===== src/rtl/opt_loader_pkg.sv =====
package opt_loader_pkg;

  localparam int LDR_CNT_W = 6;

  typedef enum logic [1:0] {
    S_FETCH   = 2'd0,
    S_DRAIN   = 2'd1,
    S_RELEASE = 2'd2,
    S_DONE    = 2'd3
  } ldr_state_e;

  typedef struct packed {
    logic                 rdEn;
    logic [LDR_CNT_W-1:0] rdCnt;
    logic                 capEn;
    logic [LDR_CNT_W-1:0] capIdx;
  } ldr_stb_t;

endpackage


===== src/rtl/opt_loader_ctrl.sv =====
module opt_loader_ctrl
  import opt_loader_pkg::*;
#(
  parameter int NUM_BYTES = 43
) (
  input  logic     clk,
  input  logic     rst_n,
  output ldr_stb_t stb,
  output logic     holdReset,
  output logic     done
);

  localparam logic [LDR_CNT_W-1:0] LAST_CNT = LDR_CNT_W'(NUM_BYTES - 1);

  ldr_state_e           state;
  logic [LDR_CNT_W-1:0] cnt;
  logic                 capEn;
  logic [LDR_CNT_W-1:0] capIdx;

  always_ff @(posedge clk or negedge rst_n) begin
    if (!rst_n) begin
      state  <= S_FETCH;
      cnt    <= '0;
      capEn  <= 1'b0;
      capIdx <= '0;
    end else begin
      capEn  <= (state == S_FETCH);
      capIdx <= cnt;
      case (state)
        S_FETCH: begin
          if (cnt == LAST_CNT) state <= S_DRAIN;
          else                 cnt   <= cnt + 1'b1;
        end
        S_DRAIN:   state <= S_RELEASE;
        S_RELEASE: state <= S_DONE;
        default:   state <= S_DONE;
      endcase
    end
  end

  always_comb begin
    stb.rdEn   = (state == S_FETCH);
    stb.rdCnt  = cnt;
    stb.capEn  = capEn;
    stb.capIdx = capIdx;
  end

  assign holdReset = (state == S_FETCH) || (state == S_DRAIN);
  assign done      = (state == S_DONE);


  cnt_range_chk: assert property (@(posedge clk) disable iff (!rst_n)
    stb.rdEn |-> (cnt < LDR_CNT_W'(NUM_BYTES)));


  cnt_step_chk: assert property (@(posedge clk) disable iff (!rst_n)
    (stb.rdEn && capEn) |-> (cnt == capIdx + 1'b1));


  hold_release_chk: assert property (@(posedge clk) disable iff (!rst_n)
    $fell(holdReset) |=> $rose(done));


  done_sticky_chk: assert property (@(posedge clk) disable iff (!rst_n)
    done |=> (done && !stb.rdEn));

endmodule


===== src/rtl/opt_loader_dp.sv =====
module opt_loader_dp
  import opt_loader_pkg::*;
#(
  parameter int NUM_BYTES  = 43,
  parameter int ADDR_W     = 16,
  parameter int DATA_W     = 8,
  parameter int PROG_BYTES = 2,
  parameter int TRIM_BASE  = 32
) (
  input  logic                        clk,
  input  logic                        rst_n,
  input  ldr_stb_t                    stb,
  input  logic [DATA_W-1:0]           memRdData,
  output logic                        memRdEn,
  output logic [ADDR_W-1:0]           memAddr,
  output logic                        memInfoSel,
  output logic [NUM_BYTES*DATA_W-1:0] optBits,
  output logic                        trimLdEn,
  output logic [4:0]                  trimLdIdx,
  output logic [DATA_W-1:0]           trimLdData
);

  localparam int TRIM_W     = 5;
  localparam int TRIM_COUNT = NUM_BYTES - TRIM_BASE;

  // Address generation: count on the low bits, everything above forced low
  assign memRdEn    = stb.rdEn;
  assign memAddr    = {{(ADDR_W - LDR_CNT_W){1'b0}}, stb.rdCnt};
  assign memInfoSel = (stb.rdCnt >= LDR_CNT_W'(PROG_BYTES));

  // Option register file, one byte per count
  for (genvar i = 0; i < NUM_BYTES; i++) begin : g_optByte
    logic [DATA_W-1:0] byteQ;
    always_ff @(posedge clk or negedge rst_n) begin
      if (!rst_n)
        byteQ <= '0;
      else if (stb.capEn && (stb.capIdx == LDR_CNT_W'(i)))
        byteQ <= memRdData;
    end
    assign optBits[i*DATA_W +: DATA_W] = byteQ;
  end

  // Trim shadow forwarding
  assign trimLdEn   = stb.capEn && (stb.capIdx >= LDR_CNT_W'(TRIM_BASE));
  assign trimLdIdx  = TRIM_W'(stb.capIdx - LDR_CNT_W'(TRIM_BASE));
  assign trimLdData = memRdData;


  latch_hold_chk: assert property (@(posedge clk) disable iff (!rst_n)
    !stb.capEn |=> $stable(optBits));


  trim_range_chk: assert property (@(posedge clk) disable iff (!rst_n)
    trimLdEn |-> (stb.capEn && (trimLdIdx < TRIM_W'(TRIM_COUNT))));

endmodule


===== src/rtl/opt_loader.sv =====
module opt_loader
  import opt_loader_pkg::*;
#(
  parameter int NUM_BYTES  = 43,
  parameter int ADDR_W     = 16,
  parameter int DATA_W     = 8,
  parameter int PROG_BYTES = 2,
  parameter int TRIM_BASE  = 32
) (
  input  logic                        clk,
  input  logic                        rst_n,
  output logic                        memRdEn,
  output logic [ADDR_W-1:0]           memAddr,
  output logic                        memInfoSel,
  input  logic [DATA_W-1:0]           memRdData,
  output logic                        holdReset,
  output logic                        done,
  output logic [NUM_BYTES*DATA_W-1:0] optBits,
  output logic                        trimLdEn,
  output logic [4:0]                  trimLdIdx,
  output logic [DATA_W-1:0]           trimLdData
);

  ldr_stb_t stb;

  opt_loader_ctrl #(.NUM_BYTES(NUM_BYTES)) u_ctrl (
    .clk       (clk),
    .rst_n     (rst_n),
    .stb       (stb),
    .holdReset (holdReset),
    .done      (done)
  );

  opt_loader_dp #(
    .NUM_BYTES (NUM_BYTES),
    .ADDR_W    (ADDR_W),
    .DATA_W    (DATA_W),
    .PROG_BYTES(PROG_BYTES),
    .TRIM_BASE (TRIM_BASE)
  ) u_dp (
    .clk        (clk),
    .rst_n      (rst_n),
    .stb        (stb),
    .memRdData  (memRdData),
    .memRdEn    (memRdEn),
    .memAddr    (memAddr),
    .memInfoSel (memInfoSel),
    .optBits    (optBits),
    .trimLdEn   (trimLdEn),
    .trimLdIdx  (trimLdIdx),
    .trimLdData (trimLdData)
  );


  addr_upper_zero_chk: assert property (@(posedge clk) disable iff (!rst_n)
    memRdEn |-> (memAddr[ADDR_W-1:LDR_CNT_W] == '0));


  hold_done_excl_chk: assert property (@(posedge clk) disable iff (!rst_n)
    done |-> !holdReset);

endmodule


===== config.mk =====
export PLATFORM = sky130hd
export DESIGN_NAME = opt_loader
export DESIGN_NICKNAME = d
export VERILOG_FILES = /design/src/rtl/opt_loader_pkg.sv /design/src/rtl/opt_loader_ctrl.sv /design/src/rtl/opt_loader_dp.sv /design/src/rtl/opt_loader.sv
export SDC_FILE = /design/constraint.sdc
export NUM_CORES = 1
export LEC_CHECK = 0
export ABC_AREA = 1
export CAP_MARGIN = 20
export CORE_MARGIN = 2
export CORE_UTILIZATION = 47
export CTS_CLUSTER_DIAMETER = 120
export DETAILED_ROUTE_END_ITERATION = 12
export PLACE_DENSITY = 0.87
export SLEW_MARGIN = 5
export SYNTH_ARGS = -nofsm -noshare
export SYNTH_HDL_FRONTEND = slang
export SYNTH_SLANG_ARGS = --single-unit

===== constraint.sdc =====
create_clock -name clk -period 1.6 [get_ports clk]
set_input_delay 0.32 -clock clk [delete_from_list [all_inputs] [get_ports clk]]
set_output_delay 0.32 -clock clk [all_outputs]
set_load 0.005 [all_outputs]

==> results of run 1 <==
-- through the flow --
step	worst slack, ns	TNS, ns	utilization
final	-0.159	-0.357	0.703
after global routing	-0.199	-2.05	0.703
after CTS	-0.189	-0.345	0.694
after detailed placement	-0.101	-0.449	0.644
after global placement	-0.107	-0.355	0.644
after floorplan	0.203	0	-
-- cells by family after synthesis --
| kind of cell | synth area share |
|---|---|
| AND/OR/NAND/NOR | 0.137 |
| buffers and inverters | 0.0556 |
| adder cells (fa/ha/maj) | 0.00188 |
| flip-flops | 0.674 |
| AO/OA/AOI/OAI | 0.130 |
| other | 0.000281 |
| XOR/XNOR | 0.00131 |
-- metal layers --
layer / wire [microns] / GRT usage
met5: 0 / 0
met1: 17300 / 0.368
met2: 22600 / 0.516
met4: 2330 / 0.141
met3: 4120 / 0.0854
-- flip-flops by register name, indices dropped and copies added, names as in the netlist --
signal	count
u_ctrl.state	2
u_ctrl.cnt	6
u_ctrl.capIdx	6
u_ctrl.capEn	1
u_dp.g_optByte.byteQ	344
-- path summary, 6_finish.rpt --
kind                                                  start                           to  slack, ns  depth (start not counted)
worst max-delay path                          u_ctrl.cnt[1]                   memInfoSel      -0.16                          4
worst min-delay path                                  rst_n  u_dp.g_optByte[22].byteQ[0]       0.31                          2
worst max register to register             u_ctrl.capIdx[2]  u_dp.g_optByte[24].byteQ[5]      -0.07                          8
worst min register to register  u_dp.g_optByte[39].byteQ[7]  u_dp.g_optByte[39].byteQ[7]       0.48                          2
max in group asynchronous                             rst_n  u_dp.g_optByte[30].byteQ[4]       0.57                          3
min in group clk                               memRdData[0]  u_dp.g_optByte[16].byteQ[0]       0.34                          4
-- critical path, delay by kind of cell (launching register included) --
kind          cells  cell delay, ns
flops             1            0.42
buf+inv           1            0.14
simple gates      2            0.15
fa+ha+maj         1            0.20
-- power by group through the flow --
stage               sequential, mW  combinational, mW  clock (mW)
global route                  9.83               1.96        9.40
floorplan                     9.95              0.430           0
detailed placement            9.95               1.95           0
global placement              9.93               1.87           0
CTS                           9.77               1.78        9.00
finish                        9.79               1.79        8.97
-- layout by cell type (no fill, tap or decap), types with 2 or more instances in the layout --
cell and count:
inv_2 6, buf_4 144, clkinv_2 4, clkdlybuf4s50_1 8, clkbuf_2 4, o21ai_1 17, nand2_4 14, nand2_1 397
nor2_2 2, nand2_2 6, inv_6 3, nor2_4 17, o21ai_0 330, dfrtp_1 357, dfrtp_2 2, conb_1 10
nor2_1 7, clkbuf_1 5, buf_12 20, clkbuf_8 8, clkbuf_16 37, dlygate4sd2_1 356, bufinv_16 5, buf_2 3
clkdlybuf4s15_1 2, buf_6 16, inv_1 19, nand4_1 3, nand3_1 6
-- timing repair --
item / CTS / global route
hold buffers: 1 / 0
gates resized for setup: 404 / 80
pin swaps: 3 / 4
gates cloned: 0 / 1
buffers inserted: 74 / 7
endpoints found under the setup margin: 369 / 280
hold endpoints to repair: 28 / 0
-- final cells by class --
cell class / count / area share
Tap cell: 378 / 0.0242
Multi-Input combinational cell: 815 / 0.195
Inverter: 26 / 0.00499
Sequential cell: 359 / 0.459
Clock buffer: 50 / 0.0539
Clock inverter: 13 / 0.0104
Timing Repair Buffer: 555 / 0.252
==> flow_summary.json, run 1 <==
{
  "synthTopCellsByCount": "nand2_1, dfrtp_1, o21ai_0, clkbuf_1, buf_4",
  "ys_seq_area_frac": 0.674,
  "die_x_microns": 172,
  "arrival_ns": 1.44,
  "grt_overflow": 0,
  "layout.nets": 1805,
  "synth_area_leader_cell": "dfrtp_1",
  "setup_violations": 4,
  "antenna_left": 0,
  "cts_sinks": 359,
  "grt_util_all_layers": 0.307,
  "max_freq_mhz": 569,
  "grt_max_degree": 62,
  "switchingPower_mw": 4.76,
  "cp-end-kind": "primary output",
  "dp_hpwl_microns": 29200,
  "root_buffer": "clkbuf_16",
  "worst_path_max_delay_cell": "dfrtp_1",
  "synth-async-reset-ratio": 1.00,
  "grt_pass1_wl_microns": 69400,
  "first_pass_iters": 6,
  "ir_drop_mv": 0.790,
  "yosysTopAreaCellShare": 0.674,
  "htreeDepth": 2,
  "hold_path_class": "in -> async",
  "yosysUniqueCellTypes": 23,
  "rows": 61,
  "period_share": 1.10,
  "synth_cells": 1298,
  "viasPerCell": 5.44,
  "fin_cells": 2196,
  "fillerInstances": 1940,
  "cts_max_path_buffers": 3,
  "dr_total_vias": 11900,
  "ys.warnings.count": 0,
  "setup_slack_ns": -0.159,
  "cts_tree": "yes",
  "ff_latch_area_sq_um": 8990,
  "yosysMostFrequentCell": "nand2_1",
  "timing_hold_violations_final": 0,
  "slew_violations": 0,
  "drt_wl_total_microns": 46300,
  "cp_cell_sequence": "ha_4 > nor2_4 > nand4_1 > buf_2",
  "slowest_delay_ns": 0.42,
  "synth-seq-cells": 359,
  "yosys-top-cells-area": "dfrtp_1, o21ai_0, nand2_1",
  "drive_above_1_share": 0.163,
  "wl_per_cell_microns": 21.1,
  "crit_type": "reg -> out",
  "core_area_sq_um": 27900,
  "n_antenna_cell": 0,
  "synthFlopType": "dfrtp_1",
  "initial_utilization": 0.478,
  "die_h_microns": 172,
  "dp_cells": 2050,
  "rsz0062_at_grt": "yes",
  "skew_ns": 0.0158,
  "clk_pin_slew_worst_paths_ns": 0.06,
  "internal_power_mw": 15.8,
  "fin_area_sq_um": 19600,
  "critPathRequiredTime_ns": 1.28,
  "crit_path_max_fanout": 2,
  "place_area_sq_um": 17900,
  "cap_violations": 0,
  "violations": "negative setup slack",
  "min_period_ns": 1.76,
  "synth-edff-count": 0,
  "swShare": 0.232,
  "drtIter0Drc": 954,
  "power.total_mw": 20.5,
  "avgSynthCellArea_sq_um": 10.3,
  "place.gp.congestion": 0.877,
  "grt_pass1_vias": 12300,
  "multiInputGateArea_sq_um": 3820,
  "p_comb_frac": 0.087,
  "p_leak_nw": 10.0,
  "io_pins": 388,
  "antenna_found_initial": 1,
  "power_frac_clock": 0.437,
  "syn_area_sq_um": 13300,
  "power.density_nw_per_um2": 1050,
  "area_delta_synth_final_pct": 46.9,
  "status": "finished with violations",
  "cp-start-kind": "flip-flop",
  "drc": 0,
  "clk-insertion-delay-late_ns": 0.52,
  "die_area_sq_um": 29700,
  "numCtsBuffers": 36,
  "whs_ns": 0.315,
  "pwr-share-seq": 0.476,
  "portBuffers": 377
}
Note: power is estimated with default switching activity, not from simulation.
==> run 2: changes to the inputs <==
CORE_MARGIN = unset   (was 2)
==> run 2 against run 1 <==
  * The run still ends with negative setup slack left
  * Combinational power is essentially flat
  * Global-route usage grew 0.74 points
  * Sequential cell count is the same
  * Critical path type unchanged
  * Critical endpoint unchanged
==> flow_summary.json, run 2 (synthesis gave the netlist of run 1 again) <==
{
  "wl_per_cell_microns": 21.3,
  "numCtsBuffers": 37,
  "htreeDepth": 2,
  "drt_wl_total_microns": 46600,
  "drtIter0Drc": 1177,
  "drive_above_1_share": 0.163,
  "timing_hold_violations_final": 0,
  "skew_ns": 0.0102,
  "min_period_ns": 1.76,
  "layout_commonest_cell": "nand2_1",
  "status": "finished with violations",
  "root_buffer": "clkbuf_16",
  "cp_cell_sequence": "ha_4 > nor2_4 > nand4_1 > buf_2",
  "first_pass_iters": 5,
  "drc": 0,
  "die_h_microns": 170,
  "max_freq_mhz": 568,
  "period_share": 1.10,
  "worst_path_max_delay_cell": "dfrtp_1",
  "initial_utilization": 0.478,
  "final_util": 0.703,
  "cap_violations": 0,
  "crit_path_max_fanout": 2,
  "fin_area_sq_um": 19600,
  "power.total_mw": 19.7,
  "ff_latch_area_sq_um": 8990,
  "crit_type": "reg -> out",
  "setup_slack_ns": -0.161,
  "grt_pass1_vias": 12300,
  "reg.largest.list": "u_dp.g_optByte.byteQ: 344 flops, u_ctrl.capIdx: 6 flops, u_ctrl.cnt: 6 flops",
  "hold_path_class": "in -> async",
  "grt_pass1_wl_microns": 69200,
  "io_pins": 388,
  "die_area_sq_um": 29000,
  "clk_pin_slew_worst_paths_ns": 0.06,
  "cts_sinks": 359,
  "grt_max_degree": 80,
  "power.density_nw_per_um2": 1010,
  "clk-insertion-delay-late_ns": 0.51,
  "place.gp.congestion": 0.881,
  "die_x_microns": 170,
  "dr_total_vias": 12200,
  "cts_max_path_buffers": 3,
  "rsz0062_at_grt": "yes",
  "setup_violations": 4,
  "layout.nets": 1805,
  "arrival_ns": 1.44,
  "viasPerCell": 5.54,
  "rows": 61,
  "grt_overflow": 0,
  "n_antenna_cell": 0,
  "largest_reg_flops": 344,
  "core_area_sq_um": 27900,
  "area_delta_synth_final_pct": 46.9,
  "dp_hpwl_microns": 29000,
  "final_cell_mix": "nand2_1, dlygate4sd2_1, dfrtp_1",
  "grt_util_all_layers": 0.314,
  "fillerInstances": 1955,
  "multiInputGateArea_sq_um": 3860,
  "cp-start-kind": "flip-flop",
  "place_area_sq_um": 18000,
  "p_leak_nw": 10.0,
  "r2r_cells": 9,
  "slowest_delay_ns": 0.43,
  "violations": "negative setup slack",
  "critPathRequiredTime_ns": 1.28,
  "ir_drop_mv": 0.925,
  "cp-end-kind": "primary output",
  "slew_violations": 0,
  "portBuffers": 377,
  "antenna_found_initial": 0,
  "cts_tree": "yes",
  "largest-register": "u_dp.g_optByte.byteQ",
  "antenna_left": 0
}
[run 2: cell count changes in the layout (fill, tap and decap cells not counted), sizes merged]
| cell | before | now |
|---|---|---|
| bufinv | 5 | 0 |
| buf | 184 | 177 |
| clkbuf | 54 | 60 |
| dlygate4sd2 | 356 | 360 |
| inv | 28 | 24 |
| clkinvlp | 1 | 0 |
| clkinv | 5 | 8 |
| clkdlybuf4s15 | 2 | 3 |
[run 2: through the flow]
stage	instances	hold slack, ns	TNS, ns	setup WS (ns)
5_1_grt	2193	0.285	-1.87	-0.202
4_1_cts	2188	0.273	-0.199	-0.189
3_5_place_dp	2052	0.202	-2.81	-0.149
2_1_floorplan	1307	0.0244	0	0.203
3_3_place_gp	2052	0.202	-1.94	-0.153
6_report	2193	0.272	-0.212	-0.161
[run 2: worst max-delay path, delay by kind of cell (launching register included)]
family,cells,cell delay [ns]
and+or+nand+nor,2,0.17
adders and majority gates,1,0.20
buffers and inverters,1,0.14
DFF,1,0.43
[run 2: metal layers]
metal | track usage | part of all wire | routed length, microns | up-vias
met2 | 0.529 | 0.48 | 22600 | 764
met3 | 0.0772 | 0.090 | 4200 | 187
li1 | - | - | - | 5188
met1 | 0.375 | 0.37 | 17500 | 6015
met4 | 0.159 | 0.050 | 2350 | 0
met5 | 0 | 0 | 0 | -
[run 2: final timing paths]
check                                             from  slack, ns                           to
max                                      u_ctrl.cnt[1]      -0.16                   memInfoSel
min                                              rst_n       0.27  u_dp.g_optByte[22].byteQ[3]
max reg2reg                           u_ctrl.capIdx[1]      -0.01   u_dp.g_optByte[8].byteQ[4]
min reg2reg                u_dp.g_optByte[40].byteQ[1]       0.48  u_dp.g_optByte[40].byteQ[1]
max in group asynchronous                        rst_n       0.59   u_dp.g_optByte[7].byteQ[6]
min in group clk                          memRdData[0]       0.36  u_dp.g_optByte[16].byteQ[0]
[run 2: final cells by class]
class                      count  share of cell area
clock buffer                  55              0.0559
tap                          378              0.0242
multi-input combinational    815               0.197
timing repair buffer         554               0.257
sequential                   359               0.459
inverter                      26             0.00511
clock inverter                 6             0.00173
[run 2: where the power goes]
| part | internal, mW | leakage (nW) | switching (mW) |
|---|---|---|---|
| Sequential | 9.52 | 4.17 | 0.263 |
| Combinational | 0.845 | 5.29 | 0.962 |
| Clock | 4.70 | 0.561 | 3.42 |
[run 2: repair_timing]
action,CTS,global route
pin swaps,3,13
resized for setup,397,89
cloned,0,2
hold endpoints to repair,83,0
setup endpoints to repair,385,259
hold buffers,1,0
buffers inserted,74,3
==> run 3: changes to the inputs <==
ABC_AREA = unset   (was 1)
CORE_UTILIZATION = 48   (was 47)
PLACE_DENSITY = 0.88   (was 0.87)
==> run 3 against run 2 <==
  * The run still ends with negative setup slack left
  * Sequential share of layout area down 5.4 points
  * First-iteration DRC count down 55%
  * Register-to-register slack worse by 0.18 ns
  * Routed wire length down 0.84%
  * Non-clock buffer count up 25
  * Synthesized cell count down 33%
  * Critical path depth unchanged
  * Critical path type unchanged
  * Setup slack worse by 0.061 ns
  * Global-route usage down 0.50 points
  * Clock power up 22%
  * Power up 9.5%
  * Die area up 1.9%
==> flow_summary.json, run 3 <==
{
  "viasPerCell": 5.39,
  "crit_type": "reg -> out",
  "synth-async-reset-ratio": 1.00,
  "cp-end-kind": "primary output",
  "timing_hold_violations_final": 0,
  "dp_hpwl_microns": 27400,
  "ys.warnings.count": 0,
  "die_x_microns": 172,
  "clk-insertion-delay-late_ns": 0.52,
  "antenna_left": 0,
  "reg2reg_slack_ns": -0.19,
  "cts_max_path_buffers": 3,
  "synth_area_leader_cell": "dfrtp_1",
  "period_share": 1.14,
  "antenna_found_initial": 1,
  "rsz0062_at_grt": "yes",
  "wl_per_cell_microns": 25.3,
  "grt_max_degree": 53,
  "fin_area_sq_um": 22200,
  "avgSynthCellArea_sq_um": 16.0,
  "grt_pass1_wl_microns": 67300,
  "worstMarginPinSlew_ns": 0.628,
  "grt_pass1_vias": 10700,
  "min_period_ns": 1.82,
  "drtIter0Drc": 526,
  "first_pass_iters": 4,
  "whs_ns": 0.398,
  "die_h_microns": 172,
  "cts_tree": "yes",
  "layout_commonest_cell": "dfrtp_1",
  "drive_above_1_share": 0.480,
  "place.gp.congestion": 0.764,
  "syn_area_sq_um": 13900,
  "setup_violations": 348,
  "max_freq_mhz": 549,
  "cap_violations": 0,
  "status": "finished with violations",
  "layout.nets": 1436,
  "arrival_ns": 1.50,
  "synth-seq-cells": 359,
  "clk_pin_slew_worst_paths_ns": 0.06,
  "fillerInstances": 1591,
  "rows": 61,
  "io_pins": 388,
  "yosys-top-cells-area": "dfrtp_1, mux2_2, buf_4",
  "drc": 0,
  "synth-edff-count": 0,
  "cts_sinks": 359,
  "grt_overflow": 0,
  "violations": "negative setup slack",
  "crit_path_max_fanout": 2,
  "synthTopCellsByCount": "dfrtp_1, mux2_2, clkbuf_1, buf_4, nand2_1",
  "hold_path_class": "in -> async",
  "r2r-start": "u_ctrl.capIdx[0]",
  "slew_violations": 0,
  "maxSlewHeadroom": 0.581,
  "cp-start-kind": "flip-flop",
  "yosysTopAreaCellShare": 0.648,
  "portBuffers": 377,
  "reg.largest.list": "u_dp.g_optByte.byteQ: 344 flops, u_ctrl.capIdx: 6 flops, u_ctrl.cnt: 6 flops",
  "ir_drop_mv": 0.871,
  "cp_cell_sequence": "buf_4 > nor4_4 > nand2_1 > buf_2",
  "rr_endpoint": "u_dp.g_optByte[22].byteQ[2]",
  "r2r_cells": 6,
  "die_area_sq_um": 29600,
  "setup_slack_ns": -0.222,
  "root_buffer": "clkbuf_16",
  "power.density_nw_per_um2": 973,
  "place_worst_setup_slack_ns": -0.220,
  "skew_ns": 0.0143,
  "yosysMostFrequentCell": "dfrtp_1",
  "yosysUniqueCellTypes": 36,
  "place_area_sq_um": 19000,
  "initial_utilization": 0.494,
  "p_leak_nw": 10.3,
  "htreeDepth": 2,
  "dr_total_vias": 9858,
  "largest-register": "u_dp.g_optByte.byteQ",
  "worst_path_max_delay_cell": "dfrtp_1",
  "critPathRequiredTime_ns": 1.28,
  "core_area_sq_um": 28100,
  "numCtsBuffers": 38,
  "slowest_delay_ns": 0.40,
  "ys_seq_area_frac": 0.648,
  "synth_cells": 868,
  "largest_reg_flops": 344,
  "grt_util_all_layers": 0.309,
  "synthFlopType": "dfrtp_1",
  "final_cell_mix": "dfrtp_1, dlygate4sd2_1, mux2_2",
  "area_delta_synth_final_pct": 60.0,
  "drt_wl_total_microns": 46200
}
run 3: cell type report:
class | count | area [sq um] | share of cell area
Antenna cell | 1 | 2.50 | 0.000113
Multi-Input combinational cell | 442 | 5670 | 0.255
Clock buffer | 54 | 1150 | 0.0521
Tap cell | 378 | 473 | 0.0213
Inverter | 4 | 17.5 | 0.000790
Clock inverter | 13 | 268 | 0.0121
Timing Repair Buffer | 579 | 5610 | 0.253
Sequential cell | 359 | 8990 | 0.405
run 3: worst max-delay path by stage:
stage                          start                          end  slack [ns]  cells past startpoint
finish                 u_ctrl.cnt[5]                   memInfoSel       -0.22                      4
CTS                    u_ctrl.cnt[0]                   memInfoSel       -0.26                      5
floorplan           u_ctrl.capIdx[5]  u_dp.g_optByte[13].byteQ[7]       -0.22                      4
global placement    u_ctrl.capIdx[0]   u_dp.g_optByte[2].byteQ[2]       -0.21                      6
global route           u_ctrl.cnt[1]                   memInfoSel       -0.27                      4
detailed placement      u_ctrl.capEn  u_dp.g_optByte[13].byteQ[7]       -0.22                      4
run 3: per-layer routing:
| layer | global-route usage | routed length (microns) | up-vias | part of all wire |
|---|---|---|---|---|
| met1 | 0.374 | 18200 | 5178 | 0.39 |
| li1 | - | - | 4137 | - |
| met2 | 0.532 | 23100 | 454 | 0.50 |
| met4 | 0.118 | 1390 | 0 | 0.030 |
| met5 | 0 | 0 | - | 0 |
| met3 | 0.0762 | 3590 | 89 | 0.078 |
run 3: kinds of logic (layout without fill, tap and decap cells):
logic type      Yosys count  in the layout  synth area share
fa+ha+maj                 2              2           0.00180
mux                     345            345             0.280
buf+inv                  76            650            0.0292
xor+xnor                  4              4           0.00253
flops                   359            359             0.648
simple gates             77             77            0.0364
compound gates            4              4           0.00208
other cells               1             11          0.000270
run 3: worst max-delay path: cells and delay by family, from the launching register on:
kind,cells,cell delay (ns)
and+or+nand+nor,2,0.29
DFF,1,0.40
buffers and inverters,2,0.29
run 3: power breakdown:
part / total (mW) / internal [mW] / switching [mW] / leakage (nW)
Combinational: 1.91 / 1.03 / 0.879 / 5.47
Clock: 9.88 / 6.31 / 3.57 / 0.698
Sequential: 9.79 / 9.52 / 0.264 / 4.17
run 3: timing repair:
action	in CTS	in global routing
gates resized for setup	605	86
cloned	4	3
endpoints found under the setup margin	704	356
endpoints found under the hold margin	33	0
hold buffers	1	0
buffers inserted	91	22
pin swaps	28	27
run 3: stage by stage:
| stage | power (mW) | setup TNS, ns | instances | utilization |
|---|---|---|---|---|
| after floorplan | 10.4 | -10.27 | 877 | - |
| after global placement | 11.8 | -29.31 | 1653 | 0.676 |
| after detailed placement | 11.9 | -36.73 | 1653 | 0.676 |
| after CTS | 21.6 | -29.61 | 1811 | 0.773 |
| after global routing | 22.2 | -45.86 | 1830 | 0.790 |
| final | 21.6 | -33.85 | 1830 | 0.790 |
